**config.mk**
```make
export PLATFORM = sky130hd
export DESIGN_NAME = key_reporter
export DESIGN_NICKNAME = d
export VERILOG_FILES = /design/src/rtl/kr_pkg.sv /design/src/rtl/kr_sync.sv /design/src/rtl/kr_autobaud_rx.sv /design/src/rtl/kr_reply_tx.sv /design/src/rtl/key_reporter.sv
export SDC_FILE = /design/constraint.sdc
export NUM_CORES = 1
export LEC_CHECK = 0
export CORE_UTILIZATION = 52
export CTS_BUF_LIST = sky130_fd_sc_hd__clkbuf_2 sky130_fd_sc_hd__clkbuf_4 sky130_fd_sc_hd__clkbuf_8
export CTS_CLUSTER_DIAMETER = 100
export DETAILED_ROUTE_END_ITERATION = 10
export HOLD_SLACK_MARGIN = 0.03
export PLACE_DENSITY = 0.77
export SETUP_SLACK_MARGIN = 0.3
export SKIP_LAST_GASP = 1
export SLEW_MARGIN = 20
export SYNTH_ARGS = -nofsm -noshare
export SYNTH_HDL_FRONTEND = slang
export SYNTH_SLANG_ARGS = --single-unit
```
**constraint.sdc**
```tcl
create_clock -name clk_i -period 19 [get_ports clk_i]
set_clock_uncertainty 0.05 [all_clocks]
set_input_delay 1.9 -clock clk_i [delete_from_list [all_inputs] [get_ports clk_i]]
set_output_delay 1.9 -clock clk_i [all_outputs]
set_load 0.01 [all_outputs]
```
**src/rtl/kr_pkg.sv**
```systemverilog
package kr_pkg;
  localparam int unsigned NUM_KEYS   = 10;
  localparam int unsigned FRAME_BITS = 20;
  localparam int unsigned TAIL_BITS  = 5;
  localparam logic [7:0]  POLL_CODE  = 8'h50;
  // stop bit followed by data bits 7..4, in sampling order from MSB down
  localparam logic [TAIL_BITS-1:0] TAIL_CODE = {1'b1, POLL_CODE[7:4]};

  typedef enum logic [1:0] {RX_IDLE, RX_MEAS, RX_SAMP} rx_state_e;
  typedef enum logic [1:0] {TX_IDLE, TX_GAP, TX_SEND} tx_state_e;

  function automatic logic [FRAME_BITS-1:0] build_frame(input logic [NUM_KEYS-1:0] k);
    logic [7:0] lo_b, hi_b;
    lo_b = {2'b01, k[5:0]};
    hi_b = {4'b0100, k[9:6]};
    return {1'b1, hi_b, 1'b0, 1'b1, lo_b, 1'b0};
  endfunction
endpackage

```
**src/rtl/kr_sync.sv**
```systemverilog
module kr_sync #(
  parameter int unsigned STAGES  = 2,
  parameter logic        RST_VAL = 1'b1
) (
  input  logic clk_i,
  input  logic rst_ni,
  input  logic d_i,
  output logic q_o
);
  logic [STAGES-1:0] sr_q;

  always_ff @(posedge clk_i or negedge rst_ni) begin
    if (!rst_ni) sr_q <= {STAGES{RST_VAL}};
    else         sr_q <= {sr_q[STAGES-2:0], d_i};
  end

  assign q_o = sr_q[STAGES-1];
endmodule

```
**src/rtl/kr_autobaud_rx.sv**
```systemverilog
module kr_autobaud_rx
  import kr_pkg::*;
#(
  parameter int unsigned CNT_W   = 18,
  parameter int unsigned MIN_PER = 4
) (
  input  logic             clk_i,
  input  logic             rst_ni,
  input  logic             hold_i,
  input  logic             line_i,
  output logic [CNT_W-1:0] per_o,
  output logic             ok_o
);
  localparam logic [CNT_W-1:0] CNT_MAX = '1;
  localparam logic [CNT_W-1:0] PER_MIN = CNT_W'(MIN_PER);
  localparam logic [CNT_W:0]   DIV     = (CNT_W+1)'(5);

  rx_state_e            state_q;
  logic [CNT_W-1:0]     cnt_q, tgt_q, per_q;
  logic [2:0]           bit_q;
  logic [TAIL_BITS-1:0] sh_q;
  logic                 prev_q;
  logic [CNT_W:0]       run_sum;
  logic [CNT_W-1:0]     per_calc;
  logic [TAIL_BITS-1:0] sh_nxt;

  assign run_sum  = {1'b0, cnt_q} + (CNT_W+1)'(2);
  assign per_calc = CNT_W'(run_sum / DIV);
  assign sh_nxt   = {line_i, sh_q[TAIL_BITS-1:1]};

  always_ff @(posedge clk_i or negedge rst_ni) begin
    if (!rst_ni) begin
      state_q <= RX_IDLE;
      cnt_q   <= '0;
      tgt_q   <= '0;
      per_q   <= '0;
      bit_q   <= '0;
      sh_q    <= '0;
      prev_q  <= 1'b1;
      ok_o    <= 1'b0;
    end else begin
      prev_q <= line_i;
      ok_o   <= 1'b0;
      if (hold_i) begin
        state_q <= RX_IDLE;
      end else begin
        unique case (state_q)
          RX_IDLE: if (prev_q && !line_i) begin
            state_q <= RX_MEAS;
            cnt_q   <= CNT_W'(1);
          end
          RX_MEAS: begin
            if (line_i) begin
              if (per_calc < PER_MIN) begin
                state_q <= RX_IDLE;
              end else begin
                state_q <= RX_SAMP;
                per_q   <= per_calc;
                tgt_q   <= per_calc >> 1;
                cnt_q   <= CNT_W'(1);
                bit_q   <= '0;
              end
            end else if (cnt_q == CNT_MAX) begin
              state_q <= RX_IDLE;
            end else begin
              cnt_q <= cnt_q + CNT_W'(1);
            end
          end
          RX_SAMP: begin
            if (cnt_q == tgt_q) begin
              sh_q  <= sh_nxt;
              cnt_q <= CNT_W'(1);
              tgt_q <= per_q;
              bit_q <= bit_q + 3'd1;
              if (bit_q == 3'(TAIL_BITS-1)) begin
                state_q <= RX_IDLE;
                ok_o    <= (sh_nxt == TAIL_CODE);
              end
            end else begin
              cnt_q <= cnt_q + CNT_W'(1);
            end
          end
          default: state_q <= RX_IDLE;
        endcase
      end
    end
  end

  assign per_o = per_q;
endmodule

```
**src/rtl/kr_reply_tx.sv**
```systemverilog
module kr_reply_tx
  import kr_pkg::*;
#(
  parameter int unsigned CNT_W = 18
) (
  input  logic                clk_i,
  input  logic                rst_ni,
  input  logic                go_i,
  input  logic [CNT_W-1:0]    per_i,
  input  logic [NUM_KEYS-1:0] keys_i,
  output logic                busy_o,
  output logic                start_o,
  output logic                line_oe_o,
  output logic                line_o
);
  tx_state_e             state_q;
  logic [CNT_W-1:0]      cnt_q, per_q, gap_lim;
  logic [4:0]            bit_q;
  logic [FRAME_BITS-1:0] frame_q;

  assign gap_lim = per_q << 1;
  assign start_o = (state_q == TX_GAP) && (cnt_q == gap_lim);

  always_ff @(posedge clk_i or negedge rst_ni) begin
    if (!rst_ni) begin
      state_q <= TX_IDLE;
      cnt_q   <= '0;
      per_q   <= '0;
      bit_q   <= '0;
      frame_q <= '1;
    end else begin
      unique case (state_q)
        TX_IDLE: if (go_i) begin
          state_q <= TX_GAP;
          per_q   <= per_i;
          cnt_q   <= CNT_W'(1);
        end
        TX_GAP: begin
          if (start_o) begin
            state_q <= TX_SEND;
            frame_q <= build_frame(keys_i);
            cnt_q   <= CNT_W'(1);
            bit_q   <= '0;
          end else begin
            cnt_q <= cnt_q + CNT_W'(1);
          end
        end
        TX_SEND: begin
          if (cnt_q == per_q) begin
            cnt_q   <= CNT_W'(1);
            frame_q <= {1'b1, frame_q[FRAME_BITS-1:1]};
            bit_q   <= bit_q + 5'd1;
            if (bit_q == 5'(FRAME_BITS-1)) state_q <= TX_IDLE;
          end else begin
            cnt_q <= cnt_q + CNT_W'(1);
          end
        end
        default: state_q <= TX_IDLE;
      endcase
    end
  end

  assign busy_o    = (state_q != TX_IDLE);
  assign line_oe_o = (state_q == TX_SEND);
  assign line_o    = (state_q == TX_SEND) ? frame_q[0] : 1'b1;
endmodule

```
**src/rtl/key_reporter.sv**
```systemverilog
module key_reporter
  import kr_pkg::*;
#(
  parameter int unsigned CNT_W       = 18,
  parameter int unsigned SYNC_STAGES = 2
) (
  input  logic                clk_i,
  input  logic                rst_ni,
  input  logic [NUM_KEYS-1:0] keys_i,
  input  logic                line_i,
  input  logic                rx_i,
  input  logic                two_wire_i,
  output logic                line_oe_o,
  output logic                line_o,
  output logic                chg_n_o
);
  logic                req_raw, req_s, req_ok, tx_busy, tx_start;
  logic [CNT_W-1:0]    per;
  logic [NUM_KEYS-1:0] keys_q;
  logic                pend_q;

  assign req_raw = two_wire_i ? rx_i : line_i;

  kr_sync #(.STAGES(SYNC_STAGES), .RST_VAL(1'b1)) u_sync (
    .clk_i (clk_i), .rst_ni(rst_ni), .d_i(req_raw), .q_o(req_s)
  );

  kr_autobaud_rx #(.CNT_W(CNT_W)) u_rx (
    .clk_i (clk_i), .rst_ni(rst_ni), .hold_i(tx_busy), .line_i(req_s),
    .per_o (per), .ok_o(req_ok)
  );

  kr_reply_tx #(.CNT_W(CNT_W)) u_tx (
    .clk_i    (clk_i),    .rst_ni (rst_ni),   .go_i     (req_ok),
    .per_i    (per),      .keys_i (keys_i),   .busy_o   (tx_busy),
    .start_o  (tx_start), .line_oe_o(line_oe_o), .line_o(line_o)
  );

  // a change on the start edge survives the clear
  always_ff @(posedge clk_i or negedge rst_ni) begin
    if (!rst_ni) begin
      keys_q <= '0;
      pend_q <= 1'b0;
    end else begin
      keys_q <= keys_i;
      pend_q <= (keys_i != keys_q) | (pend_q & ~tx_start);
    end
  end

  assign chg_n_o = ~(pend_q & ~line_oe_o);
endmodule

```
After elaboration in Yosys (flattened, before gate mapping)
Index checks and enable logic that the tools add are counted.
{"block": "totals", "output_inout_bits": 3, "word_cells": 119, "register_bits": 142, "input_bits": 15}
{"block": "classes", "div_mod_pow": 1, "order_cmp": 1, "eq_ne": 26, "mux": 43, "n_addsub": 5, "n_reduce_logical": 19, "bitwise_logic": 8}
{"op": "18-bit two-way mux", "n": 11}
{"op": "18-bit case mux with 3 select lines", "n": 2}
{"op": "18-bit == test", "n": 3}
{"op": "20-bit two-way mux", "n": 2}
{"op": "20-bit case mux with 2 select lines", "n": 1}
{"op": "18-bit by 1-bit adder with 18-bit output, second input constant", "n": 2}
{"op": "18-bit case mux with 2 select lines", "n": 1}
{"op": "2-bit two-way mux", "n": 11}
{"op": "18-bit by 2-bit adder with 19-bit output, second input constant", "n": 1}
{"op": "19-bit by 3-bit divider with 19-bit output, second input constant", "n": 1}
{"op": "18-bit == test, second input constant", "n": 1}
{"op": "18-bit by 3-bit < comparator with 1-bit output, second input constant", "n": 1}
{"op": "2-bit case mux with 3 select lines", "n": 2}
{"op": "4-bit AND reduction", "n": 3}
{"op": "5-bit == test, second input constant", "n": 2}
{"op": "5-bit two-way mux", "n": 2}
{"op": "10-bit != test", "n": 1}
{"op": "5-bit case mux with 2 select lines", "n": 1}
{"op": "5-bit AND reduction", "n": 2}
{"op": "3-bit two-way mux", "n": 3}
{"op": "3-bit by 2-bit != test with 1-bit output, second input constant", "n": 3}
{"op": "2-bit by 1-bit != test with 1-bit output, second input constant", "n": 4}
{"op": "2-bit != test, second input constant", "n": 4}
{"op": "1-bit two-way mux", "n": 6}
{"op": "other kinds (18)", "n": 33}

Longest topological paths before layout
{"block": "logic_depth", "depth_word": 7, "ltp_mapped": 33, "mapped_depth_nobuf": 27}

Cells and area by module
From an unflattened synthesis, not the netlist that was laid out.
{"block": "unflattened", "cells_unflattened": 1182, "hier_area_um2": 10815.4}
{"module": "kr_autobaud_rx", "cells_per_inst": 819, "area_per_inst_um2": 6822.8, "seq_area_each_um2": 1577.8, "instances": 1}
{"module": "kr_reply_tx", "cells_per_inst": 333, "area_per_inst_um2": 3529.6, "seq_area_each_um2": 1575.3, "instances": 1}
{"module": "key_reporter", "cells_per_inst": 28, "area_per_inst_um2": 410.4, "seq_area_each_um2": 275.3, "instances": 1}
{"module": "kr_sync", "cells_per_inst": 2, "area_per_inst_um2": 52.6, "seq_area_each_um2": 52.6, "instances": 1}

Worst setup path before layout
No wires, ideal clock.
{"block": "synth_path", "kind": "reg2reg", "from": "reg u_rx.cnt_q[1]", "to": "reg u_rx.per_q[0] (netlist: u_rx.per_o[0])", "n_path_buf": 4, "setup_ns": 0.128, "stages_incl_launch_ff": 31, "period_less_slack_ns": 6.833, "arrival_ns": 6.656, "slack_ns": 12.167, "required_time_ns": 18.822, "path_cell_list": "dfrtp_1 ha_1 buf_2 nand4_4 o41a_4 or3_1 o32a_1 nand3_2 buf_6 a311oi_1 o41a_1 nor2_4 nand3_1 a2111o_1 and4_1 buf_2 buf_2 a2111oi_1 nor3_1 and2_1 nor4_2 nor2_2 or3_4 o311a_1 xnor2_1 ha_1 inv_1 a2111oi_2 nor4_1 nor4_1 o21ai_1"}
{"block": "synth_between", "elab_chain_cells": 5}
{"item": "from (decl)", "line_no": "kr_autobaud_rx.sv:19", "text": "logic [CNT_W-1:0] cnt_q, tgt_q, per_q;"}
{"item": "from (signal assigned)", "line_no": "kr_autobaud_rx.sv:66", "text": "cnt_q <= cnt_q + CNT_W'(1);"}
{"item": "from (signal assigned)", "line_no": "kr_autobaud_rx.sv:80", "text": "cnt_q <= cnt_q + CNT_W'(1);"}
{"item": "18-bit by 2-bit adder with 19-bit output (*)", "line_no": "kr_autobaud_rx.sv:27", "text": "assign run_sum = {1'b0, cnt_q} + (CNT_W+1)'(2);"}
{"item": "19-bit by 3-bit divider with 19-bit output (*)", "line_no": "kr_autobaud_rx.sv:28", "text": "assign per_calc = CNT_W'(run_sum / DIV);"}
{"item": "18-bit by 3-bit < comparator with 1-bit output", "line_no": "kr_autobaud_rx.sv:54", "text": "if (per_calc < PER_MIN) begin"}
{"item": "1-bit NOT (no line)"}
{"item": "4-bit AND reduction (no line)"}
{"item": "to (signal assigned)", "line_no": "kr_autobaud_rx.sv:58", "text": "per_q <= per_calc;"}
{"item": "to (decl)", "line_no": "kr_autobaud_rx.sv:19"}
Every way passes the cells marked *; elsewhere a longest branch is shown, timed or not.
A chain may end at the register's enable or synchronous reset.

Worst setup path after layout
{"block": "layout_path", "from": "reg u_rx.cnt_q[1]", "to": "reg u_rx.cnt_q[7]"}
{"block": "layout_between", "elab_chain_cells": 5, "word_cells_on_any_way": 13, "classes_between": "add/sub (2); div (1); order compare (1); eq/ne (4); mux (4); reduce/logical (1)"}
{"item": "18-bit by 2-bit adder with 19-bit output", "line_no": "kr_autobaud_rx.sv:27"}
{"item": "19-bit by 3-bit divider with 19-bit output", "line_no": "kr_autobaud_rx.sv:28"}
{"item": "18-bit by 3-bit < comparator with 1-bit output", "line_no": "kr_autobaud_rx.sv:54"}
{"item": "3-bit != test (no line)"}
{"item": "5-bit AND reduction (no line)"}
Several ways; a longest one is shown, not always the timed one. The select of a mux whose other input is x is not followed.

==> results.sh <==
export IMPL_slew_violations=0
export IMPL_fp_dieW_um=143
export IMPL_fp_coreArea_um2=19500
export IMPL_viasPerCell=6.38
export IMPL_cts_resized=0
export IMPL_p_int_mw=0.489
export IMPL_crit_fanout=21
export IMPL_antenna_found_initial=0
export IMPL_relSlewSlack=0.346
export IMPL_num_rows=51
export IMPL_synth_edff_count=0
export IMPL_wl_per_cell_um=18.0
export IMPL_dieArea_um2=20600
export IMPL_cp_arrival_ps=8800
export IMPL_highest_layer="met4"
export IMPL_fin_crit_sh=0.449
export IMPL_synth_cell_type_count=108
export IMPL_clock_latency_ps=450
export IMPL_p_switching_mw=0.209
export IMPL_worst_slew_pin_slew_ps=974
export IMPL_maxCapViolations=0
export IMPL_fmax_mhz=117
export IMPL_wl_met3_um=1440
export IMPL_gp_congestion=0.964
export IMPL_async_reset_ff_frac=1.00
export IMPL_fin_ws_ps=10480
export IMPL_hold_worst_slack_ps=308
export IMPL_grt_pass1_wl_um=42400
export IMPL_clock_power_share=0.380
export IMPL_syn_area_um2=10400
export IMPL_port_buffers=17
export IMPL_grt_pass1_vias=8551
export IMPL_ys_flop_type="dfrtp_1"
export IMPL_drc_errors=0
export IMPL_cts_made_buffers=17
export IMPL_drive_gt1_frac=0.163
export IMPL_peakVddDrop_uv=61.3
export IMPL_max_stage_delay_ps=710
export IMPL_holdBufCountCts=0
export IMPL_grt_ovfl_total=0
export IMPL_powerDensity_nw_per_um2=63.1
export IMPL_cts_buffer_depth=2
export IMPL_min_path_type="reg -> reg"
export IMPL_seqPwrFrac=0.452
export IMPL_grt_start_max_net_pins=73
export IMPL_crit_type="reg -> reg"
export IMPL_wl_um=25400
export IMPL_worst_setup_path_start_kind="flop"
export IMPL_setup_viol=0
export IMPL_slowest_stage="nor4_2"
export IMPL_cts_tree="built"
export IMPL_postCtsSetupRepairBufs=0
export IMPL_critPathCaptureType="flop"
export IMPL_synth_nets=1195
export IMPL_syn_inst=1159
export IMPL_postSynthAreaPerCell_um2=8.97
export IMPL_nets=1169
export IMPL_status="finished, final reports clean"
export IMPL_layout_min_cycle_time_ps=8520
export IMPL_htreeDepth=4
export IMPL_ios=18
export IMPL_ys_seq_area_frac=0.332
export IMPL_power_leakage_nw=4.73
export IMPL_pre_cts_ws_ps=10670
export IMPL_num_antenna_cells=0
export IMPL_cts_root_buf="clkbuf_8"
export IMPL_setup_tns_ps=0
export IMPL_syn2layout_area_growth_pct=6.45
export IMPL_sw_frac_of_total=0.300
export IMPL_gr_usage_all_layers=0.258
export IMPL_dp_final_hpwl_um=18200
export IMPL_fin_cells=1411
export IMPL_dr_wl_met2_um=12200
export IMPL_vias=8998
export IMPL_yosysWarnings=0
export IMPL_path_clk_slew_ps=80
export IMPL_grt_setup_unrepaired="no"
export IMPL_ant_nets=0
export IMPL_drtIter0Drc=563
export IMPL_place_inst=1379
export IMPL_die_y_um=143
export IMPL_comb_power_share=0.168
export IMPL_first_pass_iters=5
export IMPL_synth_ff_latch_count=137
export IMPL_required_ps=19280
export IMPL_finalHoldViolCount=0
export IMPL_cts_sinks=137
export IMPL_start_util=0.532
export IMPL_wl_met1_um=11300
## per-stage QoR
| stage | cell area, um^2 | utilization | power, mW |
|---|---|---|---|
| after floorplan | 10400 | - | 0.401 |
| final | 11100 | 0.567 | 0.699 |
| after global routing | 11100 | 0.567 | 0.728 |
| after CTS | 11100 | 0.566 | 0.700 |
| after detailed placement | 10600 | 0.544 | 0.438 |
| after global placement | 10600 | 0.544 | 0.435 |
## power by group through the flow
| stage | sequential (mW) | combinational (mW) | clock, mW |
|---|---|---|---|
| 2_1_floorplan | 0.313 | 0.0875 | 0 |
| 3_3_place_gp | 0.321 | 0.114 | 0 |
| 3_5_place_dp | 0.321 | 0.117 | 0 |
| 4_1_cts | 0.316 | 0.118 | 0.266 |
| 5_1_grt | 0.318 | 0.131 | 0.280 |
| 6_report | 0.316 | 0.118 | 0.265 |
## cell usage after synthesis, types with 8 or more instances
library cell,instances,area share
a211oi_1,8,0.0058
a21oi_1,41,0.020
a22o_1,12,0.010
a31oi_1,8,0.0048
and3_1,14,0.0084
buf_2,15,0.0072
buf_4,12,0.0087
clkbuf_1,38,0.014
dfrtp_1,115,0.28
dfstp_2,22,0.056
ha_1,21,0.025
inv_1,24,0.0087
mux2_2,47,0.051
mux2i_1,21,0.020
nand2_1,128,0.046
nand3_1,42,0.020
nand4_1,22,0.013
nor2_1,74,0.027
nor2b_1,8,0.0048
nor3_1,28,0.013
nor4_1,19,0.011
o2111ai_1,11,0.0093
o211ai_1,9,0.0065
o21ai_0,101,0.049
o21ai_1,15,0.0072
o31ai_1,9,0.0065
or3_1,8,0.0048
xnor2_1,37,0.031
xor2_1,55,0.046
## logic make-up after synthesis
kind of cell | share of synthesized area
flops | 0.332
simple gates | 0.211
xor+xnor | 0.0791
mux | 0.0755
buf+inv | 0.0480
compound gates | 0.226
fa+ha+maj | 0.0283
## metal layers
layer / vias to the layer above / track usage
met3: 35 / 0.0317
li1: 4220 / -
met1: 4396 / 0.339
met5: - / 0
met2: 347 / 0.437
met4: 0 / 0.0907
## placed cells by master, fill, tap and decap left out, types with 19 or more instances in the layout
master and n:
o21ai_0 101, dfrtp_1 115, mux2i_1 21, dfstp_2 22, ha_1 21, xnor2_1 37
xor2_1 54, mux2_2 47, nor2_1 73, nor3_1 28, nand3_1 42, a21oi_1 41
nand4_1 22, nand2_1 128, inv_1 24, nor4_1 19
## layout make-up
cell class | count | area [um^2]
well taps | 265 | 332
clock inverters | 14 | 195
inverters | 27 | 101
repair buffers | 30 | 269
multi-input cells | 920 | 6470
fillers | 1743 | 8460
flip-flops and latches | 137 | 3460
clock buffers | 18 | 241
## flip-flops by register name, summed over array words and instances, names as in the netlist
register,cells
u_rx.bit_q,3
u_sync.sr_q,2
u_rx.ok_o,1
keys_q,10
u_tx.cnt_q,18
u_rx.per_o,17
u_tx.bit_q,5
pend_q,1
u_tx.state_q,2
u_rx.prev_q,1
u_tx.frame_q,19
u_rx.sh_q,4
u_tx.per_q,17
u_rx.cnt_q,18
u_rx.tgt_q,17
u_rx.state_q,2
## worst max-delay path, delay by kind of cell, from the launching register on
kind / cells / cell delay (ps)
xor+xnor: 1 / 580
mux: 1 / 370
compound gates: 9 / 2220
fa+ha+maj: 1 / 410
flops: 1 / 640
buf+inv: 1 / 200
simple gates: 12 / 3900
## final timing paths
path,end,depth (start not counted),slack (ps),start
max,u_rx.cnt_q[7]$_DFFE_PN0P_,25,10480,u_rx.cnt_q[1]$_DFFE_PN0P_
min,u_sync.sr_q[1]$_DFF_PN1_,0,310,u_sync.sr_q[0]$_DFF_PN1_
max reg2reg,u_rx.cnt_q[7]$_DFFE_PN0P_,25,10480,u_rx.cnt_q[1]$_DFFE_PN0P_
min reg2reg,u_sync.sr_q[1]$_DFF_PN1_,0,310,u_sync.sr_q[0]$_DFF_PN1_
max in group asynchronous,u_rx.tgt_q[12]$_DFFE_PN0P_,2,16210,rst_ni
min in group asynchronous,keys_q[3]$_DFF_PN0_,1,1380,rst_ni
No activity file was read; power rests on OpenSTA's default activity.
